### src/rtl/cpu_pkg.sv
`timescale 1ns/1ps
// Package: shared types of the 8-bit microcoded core.
// Holds opcode codes, micro-address constants, bus source and ALU
// selectors, and the layout of one horizontal microcode word.
package cpu_pkg;

    localparam int UA_W   = 5;  // micro-address width
    localparam int NREG   = 4;  // general registers
    localparam int SEL_W  = $clog2(NREG);

    typedef logic [UA_W-1:0] uaddr_t;

    // Opcode nibble values (instruction bits 7:4)
    localparam logic [3:0] OPC_MUL = 4'h1;
    localparam logic [3:0] OPC_IN  = 4'h8;
    localparam logic [3:0] OPC_MOV = 4'h9;
    localparam logic [3:0] OPC_CMP = 4'hA;
    localparam logic [3:0] OPC_JB  = 4'hB;
    localparam logic [3:0] OPC_ADD = 4'hC;
    localparam logic [3:0] OPC_DEC = 4'hD;
    localparam logic [3:0] OPC_JMP = 4'hE;
    localparam logic [3:0] OPC_OUT = 4'hF;

    // Micro-addresses
    localparam uaddr_t U_FETCH0 = 5'd0;
    localparam uaddr_t U_FETCH1 = 5'd1;
    localparam uaddr_t U_IN0    = 5'd2;
    localparam uaddr_t U_MOV0   = 5'd3;
    localparam uaddr_t U_MOV1   = 5'd4;
    localparam uaddr_t U_CMP0   = 5'd5;
    localparam uaddr_t U_CMP1   = 5'd6;
    localparam uaddr_t U_CMP2   = 5'd7;
    localparam uaddr_t U_JB0    = 5'd8;
    localparam uaddr_t U_JTAKE  = 5'd9;
    localparam uaddr_t U_ADD0   = 5'd10;
    localparam uaddr_t U_ADD1   = 5'd11;
    localparam uaddr_t U_ADD2   = 5'd12;
    localparam uaddr_t U_DEC0   = 5'd13;
    localparam uaddr_t U_DEC1   = 5'd14;
    localparam uaddr_t U_JMP0   = 5'd15;
    localparam uaddr_t U_OUT0   = 5'd16;
    localparam uaddr_t U_MUL0   = 5'd17;
    localparam uaddr_t U_MUL1   = 5'd18;
    localparam uaddr_t U_MUL2   = 5'd19;
    localparam uaddr_t U_LAST   = U_MUL2;

    typedef enum logic [2:0] {
        BUS_NONE, BUS_SW, BUS_ROM, BUS_RS, BUS_RD, BUS_ALU
    } bus_src_e;

    typedef enum logic [1:0] {
        ALU_ADD, ALU_SUB, ALU_DEC, ALU_MUL
    } alu_op_e;

    // One horizontal microcode word
    typedef struct packed {
        bus_src_e src;        // single bus driver this step
        logic     ld_pc;      // PC strobe
        logic     pc_load;    // 1: PC takes bus, 0: PC increments
        logic     ld_ar;      // AR takes PC
        logic     ld_ir;      // IR takes bus
        logic     ld_rd;      // destination register takes bus
        logic     ld_ac;      // accumulator takes bus
        logic     ld_dr;      // second operand register takes bus
        logic     ld_fr;      // flags capture compare result
        logic     ld_led;     // LED port takes bus
        alu_op_e  alu;        // ALU function
        logic     p_dispatch; // next address from opcode
        logic     p_branch;   // next address from flags
        uaddr_t   nxt;        // successor micro-address
    } uword_t;

endpackage

### src/rtl/cpu_step_timer.sv
`timescale 1ns/1ps
// Module: cpu_step_timer
// Divides the clock into fixed machine cycles of PHASES clocks and
// flags the last clock of each, on which all state commits.
// Assumes PHASES >= 2.
module cpu_step_timer #(
    parameter int PHASES = 4
) (
    input  logic clk,
    input  logic rst_n,
    output logic step_end
);
    localparam int PH_W = $clog2(PHASES);
    localparam logic [PH_W-1:0] PH_LAST = PH_W'(PHASES - 1);

    logic [PH_W-1:0] phase;

    // Purpose: count clocks within the current machine cycle
    always_ff @(posedge clk) begin
        if (!rst_n)               phase <= '0;
        else if (phase == PH_LAST) phase <= '0;
        else                      phase <= phase + 1'b1;
    end

    assign step_end = (phase == PH_LAST);

    // a new machine cycle starts right after the committing clock
    assert_phase_wrap_R4: assert property (@(posedge clk) disable iff (!rst_n)
        step_end |=> (phase == '0));

endmodule

### src/rtl/cpu_microseq.sv
`timescale 1ns/1ps
// Module: cpu_microseq
// Holds the micro-address register and the control store (computed in a
// function). Chooses the successor from the word, from the opcode being
// fetched (dispatch) or from the carry/zero pair (branch test).
// Assumes op_nib is the opcode nibble on the store output during fetch.
module cpu_microseq
    import cpu_pkg::*;
(
    input  logic       clk,
    input  logic       rst_n,
    input  logic       step_end,
    input  logic [3:0] op_nib,
    input  logic       flag_c,
    input  logic       flag_z,
    output uword_t     ctl,
    output logic       fetch_done
);
    uaddr_t upc, upc_nx;

    // Purpose: control store contents, one word per micro-address
    function automatic uword_t ustore(input uaddr_t a);
        uword_t w;
        w     = '0;
        w.src = BUS_NONE;
        w.alu = ALU_ADD;
        w.nxt = U_FETCH0;
        case (a)
            U_FETCH0: begin w.ld_ar = 1'b1; w.ld_pc = 1'b1; w.nxt = U_FETCH1; end
            U_FETCH1: begin w.src = BUS_ROM; w.ld_ir = 1'b1; w.p_dispatch = 1'b1; end
            U_IN0:    begin w.src = BUS_SW; w.ld_rd = 1'b1; end
            U_MOV0:   begin w.ld_ar = 1'b1; w.ld_pc = 1'b1; w.nxt = U_MOV1; end
            U_MOV1:   begin w.src = BUS_ROM; w.ld_rd = 1'b1; end
            U_CMP0:   begin w.src = BUS_RS; w.ld_ac = 1'b1; w.nxt = U_CMP1; end
            U_CMP1:   begin w.src = BUS_RD; w.ld_dr = 1'b1; w.nxt = U_CMP2; end
            U_CMP2:   begin w.alu = ALU_SUB; w.ld_fr = 1'b1; end
            U_JB0:    begin w.ld_ar = 1'b1; w.ld_pc = 1'b1; w.p_branch = 1'b1;
                            w.nxt = U_JTAKE; end
            U_JTAKE:  begin w.src = BUS_ROM; w.ld_pc = 1'b1; w.pc_load = 1'b1; end
            U_ADD0:   begin w.src = BUS_RS; w.ld_ac = 1'b1; w.nxt = U_ADD1; end
            U_ADD1:   begin w.src = BUS_RD; w.ld_dr = 1'b1; w.nxt = U_ADD2; end
            U_ADD2:   begin w.src = BUS_ALU; w.alu = ALU_ADD; w.ld_rd = 1'b1; end
            U_DEC0:   begin w.src = BUS_RD; w.ld_ac = 1'b1; w.nxt = U_DEC1; end
            U_DEC1:   begin w.src = BUS_ALU; w.alu = ALU_DEC; w.ld_rd = 1'b1; end
            U_JMP0:   begin w.ld_ar = 1'b1; w.ld_pc = 1'b1; w.nxt = U_JTAKE; end
            U_OUT0:   begin w.src = BUS_RS; w.ld_led = 1'b1; end
            U_MUL0:   begin w.src = BUS_RS; w.ld_ac = 1'b1; w.nxt = U_MUL1; end
            U_MUL1:   begin w.src = BUS_RD; w.ld_dr = 1'b1; w.nxt = U_MUL2; end
            U_MUL2:   begin w.src = BUS_ALU; w.alu = ALU_MUL; w.ld_rd = 1'b1; end
            default:  begin w.nxt = U_FETCH0; end
        endcase
        return w;
    endfunction

    // Purpose: map an opcode nibble to its first execute micro-address
    function automatic uaddr_t dispatch(input logic [3:0] op);
        case (op)
            OPC_IN:  return U_IN0;
            OPC_MOV: return U_MOV0;
            OPC_CMP: return U_CMP0;
            OPC_JB:  return U_JB0;
            OPC_ADD: return U_ADD0;
            OPC_DEC: return U_DEC0;
            OPC_JMP: return U_JMP0;
            OPC_OUT: return U_OUT0;
            OPC_MUL: return U_MUL0;
            default: return U_FETCH0;
        endcase
    endfunction

    assign ctl = ustore(upc);

    // Purpose: choose the successor micro-address
    always_comb begin
        if (ctl.p_dispatch)     upc_nx = dispatch(op_nib);
        else if (ctl.p_branch)  upc_nx = (flag_c || flag_z) ? ctl.nxt : U_FETCH0;
        else                    upc_nx = ctl.nxt;
    end

    // Purpose: advance the micro-address once per machine cycle
    always_ff @(posedge clk) begin
        if (!rst_n)        upc <= U_FETCH0;
        else if (step_end) upc <= upc_nx;
    end

    assign fetch_done = step_end && (upc == U_FETCH1);

    // micro-address moves only on the committing clock
    assert_upc_hold_R4: assert property (@(posedge clk) disable iff (!rst_n)
        !step_end |=> $stable(upc));
    // the sequencer never leaves the defined control store
    assert_upc_range_R2: assert property (@(posedge clk) disable iff (!rst_n)
        upc <= U_LAST);

endmodule

### src/rtl/cpu_progmem.sv
`timescale 1ns/1ps
// Module: cpu_progmem
// Program store: synchronous write port, asynchronous read port.
// Not cleared by reset; contents persist across a clear.
module cpu_progmem #(
    parameter int AW = 8,
    parameter int DW = 8
) (
    input  logic          clk,
    input  logic          we,
    input  logic [AW-1:0] waddr,
    input  logic [DW-1:0] wdata,
    input  logic [AW-1:0] raddr,
    output logic [DW-1:0] rdata
);
    localparam int DEPTH = 1 << AW;

    logic [DW-1:0] mem [DEPTH];

    // Purpose: load one program byte
    always_ff @(posedge clk) begin
        if (we) mem[waddr] <= wdata;
    end

    assign rdata = mem[raddr];

endmodule

### src/rtl/cpu_datapath.sv
`timescale 1ns/1ps
// Module: cpu_datapath
// Registers, ALU, flags, PC/AR/IR, LED port and the single-driver bus.
// All writes happen on step_end under the current microcode word.
// Assumes data and address share one width DW.
module cpu_datapath
    import cpu_pkg::*;
#(
    parameter int DW = 8
) (
    input  logic          clk,
    input  logic          rst_n,
    input  logic          step_end,
    input  uword_t        ctl,
    input  logic [DW-1:0] sw_in,
    input  logic [DW-1:0] rom_data,
    output logic [DW-1:0] rom_addr,
    output logic [DW-1:0] led,
    output logic          flag_c,
    output logic          flag_z
);
    localparam int IRW = 2 * SEL_W;

    logic [DW-1:0]      pc_q, ar_q, ac_q, dr_q, led_q, bus, alu_y;
    logic [IRW-1:0]     ir_q;
    logic [NREG*DW-1:0] rf;
    logic [SEL_W-1:0]   rs_sel, rd_sel;
    logic [2*DW-1:0]    prod;
    logic               cmp_c, cmp_z;

    assign rd_sel = ir_q[SEL_W-1:0];
    assign rs_sel = ir_q[IRW-1:SEL_W];

    // Purpose: general register file, one register per generate slice
    for (genvar g = 0; g < NREG; g++) begin : g_reg
        logic [DW-1:0] q;
        always_ff @(posedge clk) begin
            if (!rst_n)
                q <= '0;
            else if (step_end && ctl.ld_rd && (rd_sel == SEL_W'(g)))
                q <= bus;
        end
        assign rf[g*DW +: DW] = q;
    end

    // Purpose: ALU on accumulator and second operand, with compare flags
    always_comb begin
        prod  = {{DW{1'b0}}, ac_q} * {{DW{1'b0}}, dr_q};
        cmp_c = $signed(ac_q) < $signed(dr_q);
        cmp_z = (ac_q == dr_q);
        case (ctl.alu)
            ALU_ADD: alu_y = ac_q + dr_q;
            ALU_SUB: alu_y = ac_q - dr_q;
            ALU_DEC: alu_y = ac_q - DW'(1);
            default: alu_y = prod[DW-1:0];
        endcase
    end

    // Purpose: internal bus, exactly one driver per micro-step
    always_comb begin
        case (ctl.src)
            BUS_SW:  bus = sw_in;
            BUS_ROM: bus = rom_data;
            BUS_RS:  bus = rf[rs_sel*DW +: DW];
            BUS_RD:  bus = rf[rd_sel*DW +: DW];
            BUS_ALU: bus = alu_y;
            default: bus = '0;
        endcase
    end

    // Purpose: program counter, load from bus or increment
    always_ff @(posedge clk) begin
        if (!rst_n)                   pc_q <= '0;
        else if (step_end && ctl.ld_pc) pc_q <= ctl.pc_load ? bus : pc_q + 1'b1;
    end

    // Purpose: address register, IR, operand registers, LED port
    always_ff @(posedge clk) begin
        if (!rst_n) begin
            ar_q  <= '0;
            ir_q  <= '0;
            ac_q  <= '0;
            dr_q  <= '0;
            led_q <= '0;
        end else if (step_end) begin
            if (ctl.ld_ar)  ar_q  <= pc_q;
            if (ctl.ld_ir)  ir_q  <= bus[IRW-1:0];
            if (ctl.ld_ac)  ac_q  <= bus;
            if (ctl.ld_dr)  dr_q  <= bus;
            if (ctl.ld_led) led_q <= bus;
        end
    end

    // Purpose: carry/zero pair, written only by the compare step
    always_ff @(posedge clk) begin
        if (!rst_n) begin
            flag_c <= 1'b0;
            flag_z <= 1'b0;
        end else if (step_end && ctl.ld_fr) begin
            flag_c <= cmp_c;
            flag_z <= cmp_z;
        end
    end

    assign rom_addr = ar_q;
    assign led      = led_q;

    // a sequential byte step leaves PC one past the byte addressed
    assert_pc_step_R3: assert property (@(posedge clk) disable iff (!rst_n)
        (step_end && ctl.ld_ar && ctl.ld_pc && !ctl.pc_load) |=> (pc_q == ar_q + 1'b1));
    // LED port changes only under an output step
    assert_led_hold_R9: assert property (@(posedge clk) disable iff (!rst_n)
        !(step_end && ctl.ld_led) |=> $stable(led_q));
    // flags change only under the compare step
    assert_flag_hold_R5: assert property (@(posedge clk) disable iff (!rst_n)
        !(step_end && ctl.ld_fr) |=> $stable({flag_c, flag_z}));
    // "less" and "equal" never both recorded
    assert_flag_excl_R5: assert property (@(posedge clk) disable iff (!rst_n)
        (step_end && ctl.ld_fr) |=> !(flag_c && flag_z));

endmodule

### src/rtl/byte_cpu.sv
`timescale 1ns/1ps
// Module: byte_cpu (top)
// 8-bit microcoded core: step timer, microsequencer, datapath and an
// internal 2**DATA_W-byte program store with a write port.
// Assumes the store is loaded before clear is released.
module byte_cpu #(
    parameter int DATA_W = 8,
    parameter int PHASES = 4
) (
    input  logic              clk,
    input  logic              rst_n,
    input  logic [DATA_W-1:0] sw_in,
    input  logic              prog_we,
    input  logic [DATA_W-1:0] prog_addr,
    input  logic [DATA_W-1:0] prog_data,
    output logic [DATA_W-1:0] led_out,
    output logic              fetch_valid,
    output logic [DATA_W-1:0] fetch_addr
);
    import cpu_pkg::*;

    logic              step_end, flag_c, flag_z;
    logic [DATA_W-1:0] rom_addr, rom_data;
    uword_t            ctl;

    cpu_step_timer #(.PHASES(PHASES)) u_timer (
        .clk      (clk),
        .rst_n    (rst_n),
        .step_end (step_end)
    );

    cpu_microseq u_seq (
        .clk        (clk),
        .rst_n      (rst_n),
        .step_end   (step_end),
        .op_nib     (rom_data[DATA_W-1:DATA_W-4]),
        .flag_c     (flag_c),
        .flag_z     (flag_z),
        .ctl        (ctl),
        .fetch_done (fetch_valid)
    );

    cpu_datapath #(.DW(DATA_W)) u_dp (
        .clk      (clk),
        .rst_n    (rst_n),
        .step_end (step_end),
        .ctl      (ctl),
        .sw_in    (sw_in),
        .rom_data (rom_data),
        .rom_addr (rom_addr),
        .led      (led_out),
        .flag_c   (flag_c),
        .flag_z   (flag_z)
    );

    cpu_progmem #(.AW(DATA_W), .DW(DATA_W)) u_mem (
        .clk   (clk),
        .we    (prog_we),
        .waddr (prog_addr),
        .wdata (prog_data),
        .raddr (rom_addr),
        .rdata (rom_data)
    );

    assign fetch_addr = rom_addr;

endmodule

### config.mk
export PLATFORM = sky130hd
export DESIGN_NAME = byte_cpu
export DESIGN_NICKNAME = d
export VERILOG_FILES = /design/src/rtl/cpu_pkg.sv /design/src/rtl/cpu_step_timer.sv /design/src/rtl/cpu_microseq.sv /design/src/rtl/cpu_progmem.sv /design/src/rtl/cpu_datapath.sv /design/src/rtl/byte_cpu.sv
export SDC_FILE = /design/constraint.sdc
export NUM_CORES = 2
export LEC_CHECK = 0
export ABC_AREA = 1
export BUFFER_PORTS_ARGS = -buffer_cell sky130_fd_sc_hd__buf_4
export CAP_MARGIN = 5
export CORE_MARGIN = 2
export CORE_UTILIZATION = 46
export CTS_CLUSTER_DIAMETER = 30
export CTS_CLUSTER_SIZE = 14
export DETAILED_ROUTE_END_ITERATION = 12
export GPL_ROUTABILITY_DRIVEN = 0
export PLACE_DENSITY = 0.72
export REMOVE_ABC_BUFFERS = 1
export SYNTH_ARGS = -nofsm -noshare
export SYNTH_HDL_FRONTEND = slang
export SYNTH_SLANG_ARGS = --single-unit
### constraint.sdc
create_clock -name clk -period 4.87 [get_ports clk]
set_input_delay 0.487 -clock clk [delete_from_list [all_inputs] [get_ports clk]]
set_output_delay 0.487 -clock clk [all_outputs]
set_load 0.01 [all_outputs]
==> out/qor.yml <==
sta:
  finalMaxSlewViolations: 0
  fin_hold_ws_ps: 64.6
  hold_viol: 0
  min_period_ps: 4430
  rsz0062_at_grt: "no"
  fmax_ghz: 0.226
  post-route-period-util_pct: 90.9
  setup_viol: 0
  clock-skew-final_ps: 59.5
  slew_headroom_pct: 14.3
  fin_setup_tns_ps: 0
  worst_slack_ps: 443
  worst_pin_slew_ps: 1280
drt:
  wl_mm: 247
  firstDrtPassIters: 6
  highest_layer: "met4"
  wl_met1_mm: 92.2
  drtIter0Drc: 9054
  wl_met2_mm: 115
  wl_per_cell_um: 22.9
  wl_met3_mm: 27.7
  drt.antenna.violating_nets: 0
  vias: 63355
  drc: 0
  via_per_inst: 5.89
grt:
  grt_max_degree: 155
  grt_remaining_overflow: 0
  grt.total_usage_pct: 24.4
  antenna_found_initial: 7
  grt_pass1_wl_mm: 370
  grt_pass1_vias: 61750
run:
  drv_cap: 0
pwr:
  combPwrFrac_pct: 6.2
  power.internal_w: 0.0389
  ir_drop_v: 0.000420
  power_per_cell_area_nw_per_um2: 480
  switchingPower_w: 0.0117
  p_leak_nw: 37.7
  clkPwrFrac_pct: 53.6
  p_seq_share_pct: 40.2
  sw_frac_of_total_pct: 23.1
worst_setup_path:
  worstPathArrival_ps: 5240
  worst-path-buf-inv: 2
  critPathTopFamily: "adder cells"
  path_max_fanout: 8
  crit_path_max_incr_delay_ps: 550
  path_common_cell: "fa_1"
  startpoint_type: "flip-flop"
  crit_required_ps: 5680
  critical_path_class: "reg2reg"
  cp_cell_sequence: "nand2_1 > fa_1 > fa_1 > inv_1 > fa_1 > fa_1 > ha_1 > o21ai_0 > nand2_1 > xor2_1 > xor2_1 > nand2b_1 > nand3_1 > nand3_1 > nand3b_2 > o21ai_0 > inv_1"
  critPathCaptureType: "flip-flop"
  slowest_stage: "fa_1"
floorplan:
  initial_core_util_pct: 46.4
  die_area_um2: 198000
  dieHeight_um: 445
  coreArea_um2: 193000
  ios: 44
  rows: 161
  dieWidth_um: 445
synthesis:
  synth_area_um2: 89400
  synth_edf_count: 2048
  synthDistinctLibCells: 49
  synth_flop_cell: "edfxtp_1"
  ys_seq_area_share_pct: 70.9
  ys_ff_latch: 2141
  synth_area_per_cell_um2: 11.4
  async_flop_share_pct: 0
  synth_cells: 7826
  yosys_warnings: 0
min_path:
  worstHoldPathType: "in2reg"
clock_network:
  cts.path.max_buffers: 4
  clk_pin_slew_worst_paths_ps: 50
  clk_latency_ps: 970
  cts.sinks: 2141
  cts_tree: "built"
  cts_made_buffers: 391
  clock-root-buffer: "clkbuf_16"
  htreeDepth: 5
layout:
  utilization_pct: 54.7
  final_cell_mix: "nand2_1, edfxtp_1, nand3_1, nor2_1, clkbuf_16"
  layout_commonest_cell: "nand2_1"
  drive_gt1_share_pct: 10.6
  num-nets-final: 7997
  synthToLayoutAreaGrowth_pct: 17.9
placed_design:
  port_buffers: 43
  dp_hpwl_mm: 137
  pre_cts_slack_ps: 471
status:
  status: "completed"
[through the flow]
stage	cells	cell area, µm²	power, W
2_1_floorplan	7317	86800	0.0228
3_3_place_gp	10044	92100	0.0236
3_5_place_dp	10045	92100	0.0237
4_1_cts	10748	105000	0.0506
5_1_grt	10751	105000	0.0517
6_report	10753	105000	0.0506
[registers in the layout (all words and copies together) (netlist names), named ones only]
name	cells
u_mem.mem	2048
u_dp.g.q	32
u_dp.ac_q	8
u_dp.dr_q	8
u_dp.led	8
u_dp.pc_q	8
u_dp.rom_addr	8
u_seq.upc	5
u_dp.ir_q	4
u_timer.phase	2
u_dp.flag_c	1
u_dp.flag_z	1
[cell usage after synthesis (54+ instances only)]
cell type	instances	area, µm²
nand2_1	2064	7750
edfxtp_1	2048	61500
nand3_1	1919	9600
nor2_1	427	1600
buf_2	238	1190
inv_1	225	845
o21ai_0	163	816
clkbuf_1	145	544
dfxtp_1	93	1860
a21oi_1	80	400
buf_4	57	428
buf_1	54	203
[power by group through the flow]
stage / Clock (W) / Sequential (W) / Combinational [W]
after floorplan: 0 / 0.0208 / 0.00197
after global placement: 0 / 0.0207 / 0.00298
after detailed placement: 0 / 0.0207 / 0.00304
after CTS: 0.0272 / 0.0203 / 0.00308
after global routing: 0.0281 / 0.0203 / 0.00336
final: 0.0271 / 0.0203 / 0.00316
[cells by family after synthesis]
kind of cell             synth area share [%]
AND/OR/NAND/NOR                          21.6
flip-flops                               70.9
buffers and inverters                    3.83
AO/OA/AOI/OAI                            2.47
adder cells (fa/ha/maj)                 0.916
XOR/XNOR                                0.235
[layout make-up]
cell class	count	area [µm²]
fillers	15106	87400
flip-flops and latches	2141	63400
multi-input cells	4938	22600
clock buffers	437	10100
well taps	2526	3160
clock inverters	265	3090
repair buffers	203	2090
inverters	238	918
diodes	5	12.5
[routing by layer]
layer / vias to the layer above / global-route usage, %
li1: 27956 / -
met1: 30544 / 32.0
met2: 4125 / 38.3
met3: 730 / 5.40
met4: 0 / 12.0
met5: - / 0
[path summary, 6_finish.rpt]
kind	end	start	slack [ps]	cells after the start
setup / recovery	u_dp.ac_q[7]	u_dp.ac_q[3]	440	17
hold / removal	u_mem.mem[112][7]	prog_data[7]	60	1
setup reg to reg	u_dp.ac_q[7]	u_dp.ac_q[3]	440	17
hold reg to reg	u_timer.phase[0]	u_timer.phase[0]	440	1
[timing repair]
item,in CTS,in global routing
hold buffers,1,0
resized for setup,0,0
endpoints found under the hold margin,1,0
setup buffers,0,0
No activity file was read; power rests on OpenSTA's default activity.
